**config.mk**
```make
export PLATFORM = sky130hd
export DESIGN_NAME = nco_mixer
export DESIGN_NICKNAME = d
export VERILOG_FILES = /design/src/rtl/nco_mix_pkg.sv /design/src/rtl/nco_phase_acc.sv /design/src/rtl/nco_prerot.sv /design/src/rtl/nco_cordic_stage.sv /design/src/rtl/nco_mixer.sv
export SDC_FILE = /design/constraint.sdc
export NUM_CORES = 2
export LEC_CHECK = 0
export ABC_AREA = 1
export BUFFER_PORTS_ARGS = -buffer_cell sky130_fd_sc_hd__buf_2
export CAP_MARGIN = 0
export CORE_AREA = 2 2 389 391
export CTS_BUF_LIST = sky130_fd_sc_hd__clkbuf_4
export DETAILED_ROUTE_END_ITERATION = 16
export DIE_AREA = 0 0 391 393
export SYNTH_ARGS = -nofsm -noshare
export SYNTH_HDL_FRONTEND = slang
export SYNTH_SLANG_ARGS = --single-unit
```
**constraint.sdc**
```tcl
create_clock -name clk -period 9.3 [get_ports clk]
set_clock_uncertainty 0.15 [all_clocks]
set_input_delay 0.465 -clock clk [delete_from_list [all_inputs] [get_ports clk]]
set_output_delay 0.465 -clock clk [all_outputs]
set_load 0.03 [all_outputs]
```
**src/rtl/nco_mix_pkg.sv**
```systemverilog
package nco_mix_pkg;

  // Internal angle scale: one full turn equals 2^ZTURN_W units.
  localparam int ZTURN_W = 18;

  // Rounded arctan(2^-idx) expressed in units of 2^-ZTURN_W turn.
  function automatic logic [ZTURN_W-1:0] atan_turn(input int idx);
    case (idx)
      0:       return 18'd32768;
      1:       return 18'd19344;
      2:       return 18'd10221;
      3:       return 18'd5188;
      4:       return 18'd2604;
      5:       return 18'd1303;
      6:       return 18'd652;
      7:       return 18'd326;
      8:       return 18'd163;
      9:       return 18'd81;
      10:      return 18'd41;
      11:      return 18'd20;
      12:      return 18'd10;
      13:      return 18'd5;
      14:      return 18'd3;
      15:      return 18'd1;
      default: return '0;
    endcase
  endfunction

endpackage

```
**src/rtl/nco_phase_acc.sv**
```systemverilog
module nco_phase_acc #(
  parameter int ACC_W = 32
) (
  input  logic             clk,
  input  logic             rst_n,
  input  logic             wr_en,
  input  logic [ACC_W-1:0] wr_inc,
  output logic [ACC_W-1:0] phase
);

  logic [ACC_W-1:0] step_q;
  logic [1:0]       age_q;

  always_ff @(posedge clk) begin
    if (!rst_n) begin
      phase  <= '0;
      step_q <= '0;
    end else begin
      phase <= phase + step_q;
      if (wr_en) step_q <= wr_inc;
    end
  end

  // Saturating count of edges since reset, used to bound $past history.
  always_ff @(posedge clk) begin
    if (!rst_n)              age_q <= '0;
    else if (age_q != 2'd3)  age_q <= age_q + 2'd1;
  end

  // with no write in the two previous cycles the phase moves by a constant step.
  a_r1_uniform_step: assert property (@(posedge clk) disable iff (!rst_n)
    (age_q == 2'd3 && !$past(wr_en) && !$past(wr_en, 2)) |->
      ((phase - $past(phase)) == ($past(phase) - $past(phase, 2))));

endmodule

```
**src/rtl/nco_prerot.sv**
```systemverilog
module nco_prerot #(
  parameter int IW       = 16,
  parameter int DW       = 18,
  parameter int ANG_BITS = 14,
  parameter int ZW       = 19
) (
  input  logic                 clk,
  input  logic                 rst_n,
  input  logic                 adv,
  input  logic                 in_valid,
  input  logic signed [IW-1:0] in_i,
  input  logic signed [IW-1:0] in_q,
  input  logic [ANG_BITS-1:0]  ang,
  output logic                 v_out,
  output logic signed [DW-1:0] x_out,
  output logic signed [DW-1:0] y_out,
  output logic signed [ZW-1:0] z_out
);
  import nco_mix_pkg::*;

  localparam int GUARD = DW - IW;
  localparam int SH    = ZTURN_W - ANG_BITS;
  localparam logic [ANG_BITS-1:0] EIGHTH = ANG_BITS'(1) << (ANG_BITS - 3);

  logic [ANG_BITS-1:0] ang_ctr;
  logic [1:0]          quad;
  logic [ANG_BITS-1:0] rem_u;
  logic signed [ZW-1:0] z_n;
  logic signed [DW-1:0] xi, yi, x_n, y_n;

  always_comb begin
    // Pick the nearest multiple of 90 degrees; the remainder is in [-45, +45).
    ang_ctr = ang + EIGHTH;
    quad    = ang_ctr[ANG_BITS-1 -: 2];
    rem_u   = ang - {quad, {(ANG_BITS-2){1'b0}}};
    z_n     = {{(ZW-ANG_BITS){rem_u[ANG_BITS-1]}}, rem_u} << SH;
    xi      = {{GUARD{in_i[IW-1]}}, in_i};
    yi      = {{GUARD{in_q[IW-1]}}, in_q};
    case (quad)
      2'd0:    begin x_n = xi;  y_n = yi;  end
      2'd1:    begin x_n = -yi; y_n = xi;  end
      2'd2:    begin x_n = -xi; y_n = -yi; end
      default: begin x_n = yi;  y_n = -xi; end
    endcase
  end

  always_ff @(posedge clk) begin
    if (!rst_n) begin
      v_out <= 1'b0;
      x_out <= '0;
      y_out <= '0;
      z_out <= '0;
    end else if (adv) begin
      v_out <= in_valid;
      x_out <= x_n;
      y_out <= y_n;
      z_out <= z_n;
    end
  end

endmodule

```
**src/rtl/nco_cordic_stage.sv**
```systemverilog
module nco_cordic_stage #(
  parameter int DW  = 18,
  parameter int ZW  = 19,
  parameter int IDX = 0
) (
  input  logic                 clk,
  input  logic                 rst_n,
  input  logic                 adv,
  input  logic                 v_in,
  input  logic signed [DW-1:0] x_in,
  input  logic signed [DW-1:0] y_in,
  input  logic signed [ZW-1:0] z_in,
  output logic                 v_out,
  output logic signed [DW-1:0] x_out,
  output logic signed [DW-1:0] y_out,
  output logic signed [ZW-1:0] z_out
);
  import nco_mix_pkg::*;

  localparam logic signed [ZW-1:0] STEP = ZW'(atan_turn(IDX));

  logic signed [DW-1:0] xs, ys, x_n, y_n;
  logic signed [ZW-1:0] z_n;

  always_comb begin
    xs = x_in >>> IDX;
    ys = y_in >>> IDX;
    if (!z_in[ZW-1]) begin
      x_n = x_in - ys;
      y_n = y_in + xs;
      z_n = z_in - STEP;
    end else begin
      x_n = x_in + ys;
      y_n = y_in - xs;
      z_n = z_in + STEP;
    end
  end

  always_ff @(posedge clk) begin
    if (!rst_n) begin
      v_out <= 1'b0;
      x_out <= '0;
      y_out <= '0;
      z_out <= '0;
    end else if (adv) begin
      v_out <= v_in;
      x_out <= x_n;
      y_out <= y_n;
      z_out <= z_n;
    end
  end

endmodule

```
**src/rtl/nco_mixer.sv**
```systemverilog
module nco_mixer #(
  parameter int IN_W     = 16,
  parameter int ACC_W    = 32,
  parameter int ANG_BITS = 14,
  parameter int ITER     = 12,
  parameter int GUARD    = 2
) (
  input  logic                   clk,
  input  logic                   rst_n,
  input  logic                   inc_wr,
  input  logic [ACC_W-1:0]       inc_data,
  input  logic                   s_valid,
  output logic                   s_ready,
  input  logic signed [IN_W-1:0] s_i,
  input  logic signed [IN_W-1:0] s_q,
  output logic                   m_valid,
  input  logic                   m_ready,
  output logic signed [IN_W-1:0] m_i,
  output logic signed [IN_W-1:0] m_q
);
  import nco_mix_pkg::*;

  localparam int DW     = IN_W + GUARD;
  localparam int ZW     = ZTURN_W + 1;
  localparam int ZBOUND = 2 * int'(atan_turn(ITER - 1)) + ITER;

  logic [ACC_W-1:0]     phase;
  logic                 adv;
  logic                 v_p [0:ITER];
  logic signed [DW-1:0] x_p [0:ITER];
  logic signed [DW-1:0] y_p [0:ITER];
  logic signed [ZW-1:0] z_p [0:ITER];
  logic signed [ZW-1:0] z_abs;

  nco_phase_acc #(.ACC_W(ACC_W)) u_acc (
    .clk    (clk),
    .rst_n  (rst_n),
    .wr_en  (inc_wr),
    .wr_inc (inc_data),
    .phase  (phase)
  );

  // Global stall: the pipeline moves only when the last slot is free or leaving.
  assign adv     = !m_valid || m_ready;
  assign s_ready = adv;

  nco_prerot #(.IW(IN_W), .DW(DW), .ANG_BITS(ANG_BITS), .ZW(ZW)) u_pre (
    .clk      (clk),
    .rst_n    (rst_n),
    .adv      (adv),
    .in_valid (s_valid),
    .in_i     (s_i),
    .in_q     (s_q),
    .ang      (phase[ACC_W-1 -: ANG_BITS]),
    .v_out    (v_p[0]),
    .x_out    (x_p[0]),
    .y_out    (y_p[0]),
    .z_out    (z_p[0])
  );

  for (genvar k = 0; k < ITER; k++) begin : g_iter
    nco_cordic_stage #(.DW(DW), .ZW(ZW), .IDX(k)) u_stage (
      .clk   (clk),
      .rst_n (rst_n),
      .adv   (adv),
      .v_in  (v_p[k]),
      .x_in  (x_p[k]),
      .y_in  (y_p[k]),
      .z_in  (z_p[k]),
      .v_out (v_p[k+1]),
      .x_out (x_p[k+1]),
      .y_out (y_p[k+1]),
      .z_out (z_p[k+1])
    );
  end

  assign m_valid = v_p[ITER];
  assign m_i     = x_p[ITER][DW-1 -: IN_W];
  assign m_q     = y_p[ITER][DW-1 -: IN_W];
  assign z_abs   = z_p[ITER][ZW-1] ? -z_p[ITER] : z_p[ITER];

  // a held result does not move.
  a_r7_hold_stalled: assert property (@(posedge clk) disable iff (!rst_n)
    (m_valid && !m_ready) |=> (m_valid && $stable(m_i) && $stable(m_q)));

  // no new sample is taken while the output is blocked.
  a_r7_no_accept_blocked: assert property (@(posedge clk) disable iff (!rst_n)
    (m_valid && !m_ready) |-> !s_ready);

  // residual angle after the last iteration is small.
  a_r8_residual_small: assert property (@(posedge clk) disable iff (!rst_n)
    m_valid |-> (z_abs <= ZW'(ZBOUND)));

endmodule

```
==> impl_metrics.json <==
{
  "hold_viol_final": 0,
  "cp_top_family": "buffers and inverters",
  "drv_cap": 0,
  "outcome": "complete, no violations",
  "synth-seq-cells": 735,
  "crit_path_end_kind": "flip-flop",
  "yosys.cell_types.count": 57,
  "num_rows": 142,
  "cts_made_buffers": 213,
  "grt_first_pass_wirelength_mm": 340,
  "track_usage_pct": 27.1,
  "gp_congestion": 0.944,
  "ioPinCount": 103,
  "async_reset_ff_share_pct": 0,
  "path_cells": "inv_1, ha_1, nor2_2, inv_1, o21ai_0, a221oi_1, dlygate4sd3_1, a21oi_1, dlygate4sd3_1",
  "hold_class": "input port to flip-flop",
  "cts_num_sinks": 735,
  "timing.final.crit_period_ns": 4.31,
  "path_buf_inv": 4,
  "top_layer_used": "met4",
  "drv_slew": 0,
  "die_y_um": 393,
  "netlist_area_um2": 67000,
  "yosysWarningCount": 0,
  "clk_pin_slew_ns": 0.07,
  "setup_viol": 0,
  "fmax_ghz": 0.232,
  "wirelength_mm": 212,
  "via_count": 68100,
  "port_buffers": 102,
  "drt_iter0_drc": 4349,
  "htreeDepth": 4,
  "critPathKind": "flip-flop to flip-flop",
  "slowest_stage": "nor2_2",
  "postRouteAntennaNets": 0,
  "wl_per_cell_um": 16.4,
  "cts_root_buf": "clkbuf_4",
  "startpoint_type": "flip-flop",
  "drc": 0,
  "totalNegativeSetupSlack_ns": 0,
  "nets": 11600,
  "seq_area_frac_synth_pct": 22.0,
  "dieArea_um2": 154000,
  "cts_resized": 0,
  "fin_crit_sh_pct": 46.3,
  "antenna_found_initial": 6,
  "grt_setup_unrepaired": "false",
  "drive_gt1_share_pct": 5.38,
  "m1WireLength_mm": 95.1,
  "synthesis.nets": 11300,
  "avgSynthCellArea_um2": 6.34,
  "critPathMaxStageDelay_ns": 0.83,
  "start_util_pct": 44.9,
  "met3RoutedLength_mm": 9.13,
  "clockBufferDepth": 3,
  "synth_edf_count": 0,
  "worstPathMaxFanout": 20,
  "arrival_ns": 5.31,
  "first_pass_iters": 8,
  "layout_common_cells": "nand2_1 (2147), inv_1 (1632), nor2_1 (1037)",
  "die_w_um": 391,
  "cts_tree": "yes",
  "max-slew-margin-rel_pct": 22.5,
  "synth_cells": 10600,
  "crit_required_ns": 10.30,
  "met2WireLength_mm": 100,
  "grt_pass1_vias": 65200,
  "grt_overflow_total": 0,
  "worst_pin_slew_ns": 1.16,
  "clock_latency_ns": 1.26,
  "dp_hpwl_mm": 163,
  "avgViaCountPerCell": 5.26,
  "core_um2": 149000,
  "final_common_cell": "nand2_1",
  "grt_max_degree": 230,
  "syn_to_final_growth_pct": 10.0,
  "synth-main-ff-cell": "dfxtp_1"
}
cells by family (layout without fill, tap and decap cells):
logic type	count (synthesis)	in the layout	share of synthesized area, %
buffers and inverters	1956	2378	11.3
and+or+nand+nor	4459	4459	28.1
AOI/OAI and AO/OA	2261	2261	19.3
adders and majority gates	682	682	13.1
other	0	9	0
DFF	735	735	22.0
xor gates and xnor gates	472	472	6.17
Yosys cell counts, types with 19 or more instances:
master,count,area share (%)
nand2_1,2147,12
inv_1,1632,9.1
nor2_1,1037,5.8
nand3_1,879,6.6
o21ai_0,858,6.4
a21oi_1,737,5.5
dfxtp_1,735,22
ha_1,648,12
xor2_1,353,4.6
o21bai_1,247,2.8
clkbuf_1,169,0.95
nor3_1,124,0.93
xnor2_1,119,1.6
nand4_1,113,1.1
o211ai_1,110,1.2
a21o_1,98,1.1
buf_2,97,0.73
a31oi_1,34,0.32
fa_1,34,1.0
o21ai_1,30,0.22
o31ai_1,29,0.33
o21a_1,27,0.30
nand3b_1,25,0.28
or2_0,24,0.22
or2_2,24,0.22
buf_1,22,0.12
a21boi_0,19,0.21
tightest hold or removal path, stage by stage:
cell and delay (ns):
dlygate4sd3_1 0.57, buf_8 0.26, nand3_1 0.17, inv_1 0.03
metrics by stage:
step	worst slack, ns	cells	area [um^2]	util [%]	hold slack [ns]
detailed placement	5.40	12300	68800	46.1	0.309
global route	4.83	12900	73700	49.4	0.0442
CTS	4.98	12900	73600	49.3	0.00871
floorplan	6.31	10600	67000	-	0.277
global placement	5.50	12300	68800	46.1	0.303
finish	4.99	12900	73700	49.4	0.123
final cells by class:
cell class                      count  area [um^2]
Antenna cell                        9         22.5
Clock buffer                      300         2250
Clock inverter                     86          503
Fill cell                       15700        75600
Inverter                         1650         6200
Multi-Input combinational cell   7874        44700
Sequential cell                   735        14700
Tap cell                         1944         2430
Timing Repair Buffer              342         2870
state kept, by name, summed over array words and instances, names as in the netlist, 14 cells and up:
signal	count
g_iter.u_stage.z_out	181
g_iter.u_stage.y_out	214
u_pre.y_out	18
u_pre.z_out	14
u_acc.step_q	32
u_acc.phase	32
u_pre.x_out	18
g_iter.u_stage.x_out	213
worst paths after layout:
kind	start	end	slack, ns	cells after the start
setup / recovery	u_acc.phase[30]	u_pre.x_out[1]	4.99	9
hold / removal	rst_n	g_iter[6].u_stage.z_out[13]	0.12	4
setup reg to reg	u_acc.phase[30]	u_pre.x_out[1]	4.99	9
hold reg to reg	g_iter[2].u_stage.z_out[1]	g_iter[2].u_stage.z_out[1]	0.32	2
per-layer routing:
metal	GRT usage, %	vias up
met2	47.6	1516
met4	9.95	0
met3	3.70	385
li1	-	35200
met5	0	-
met1	33.7	31000
what timing repair did:
item	in CTS	in global routing
buffers inserted	0	0
hold buffers	207	0
hold endpoints to repair	341	0
Power is left out: the tool's default activity adds up to more than one toggle a clock period on the data nets, which glitch-free logic cannot reach.
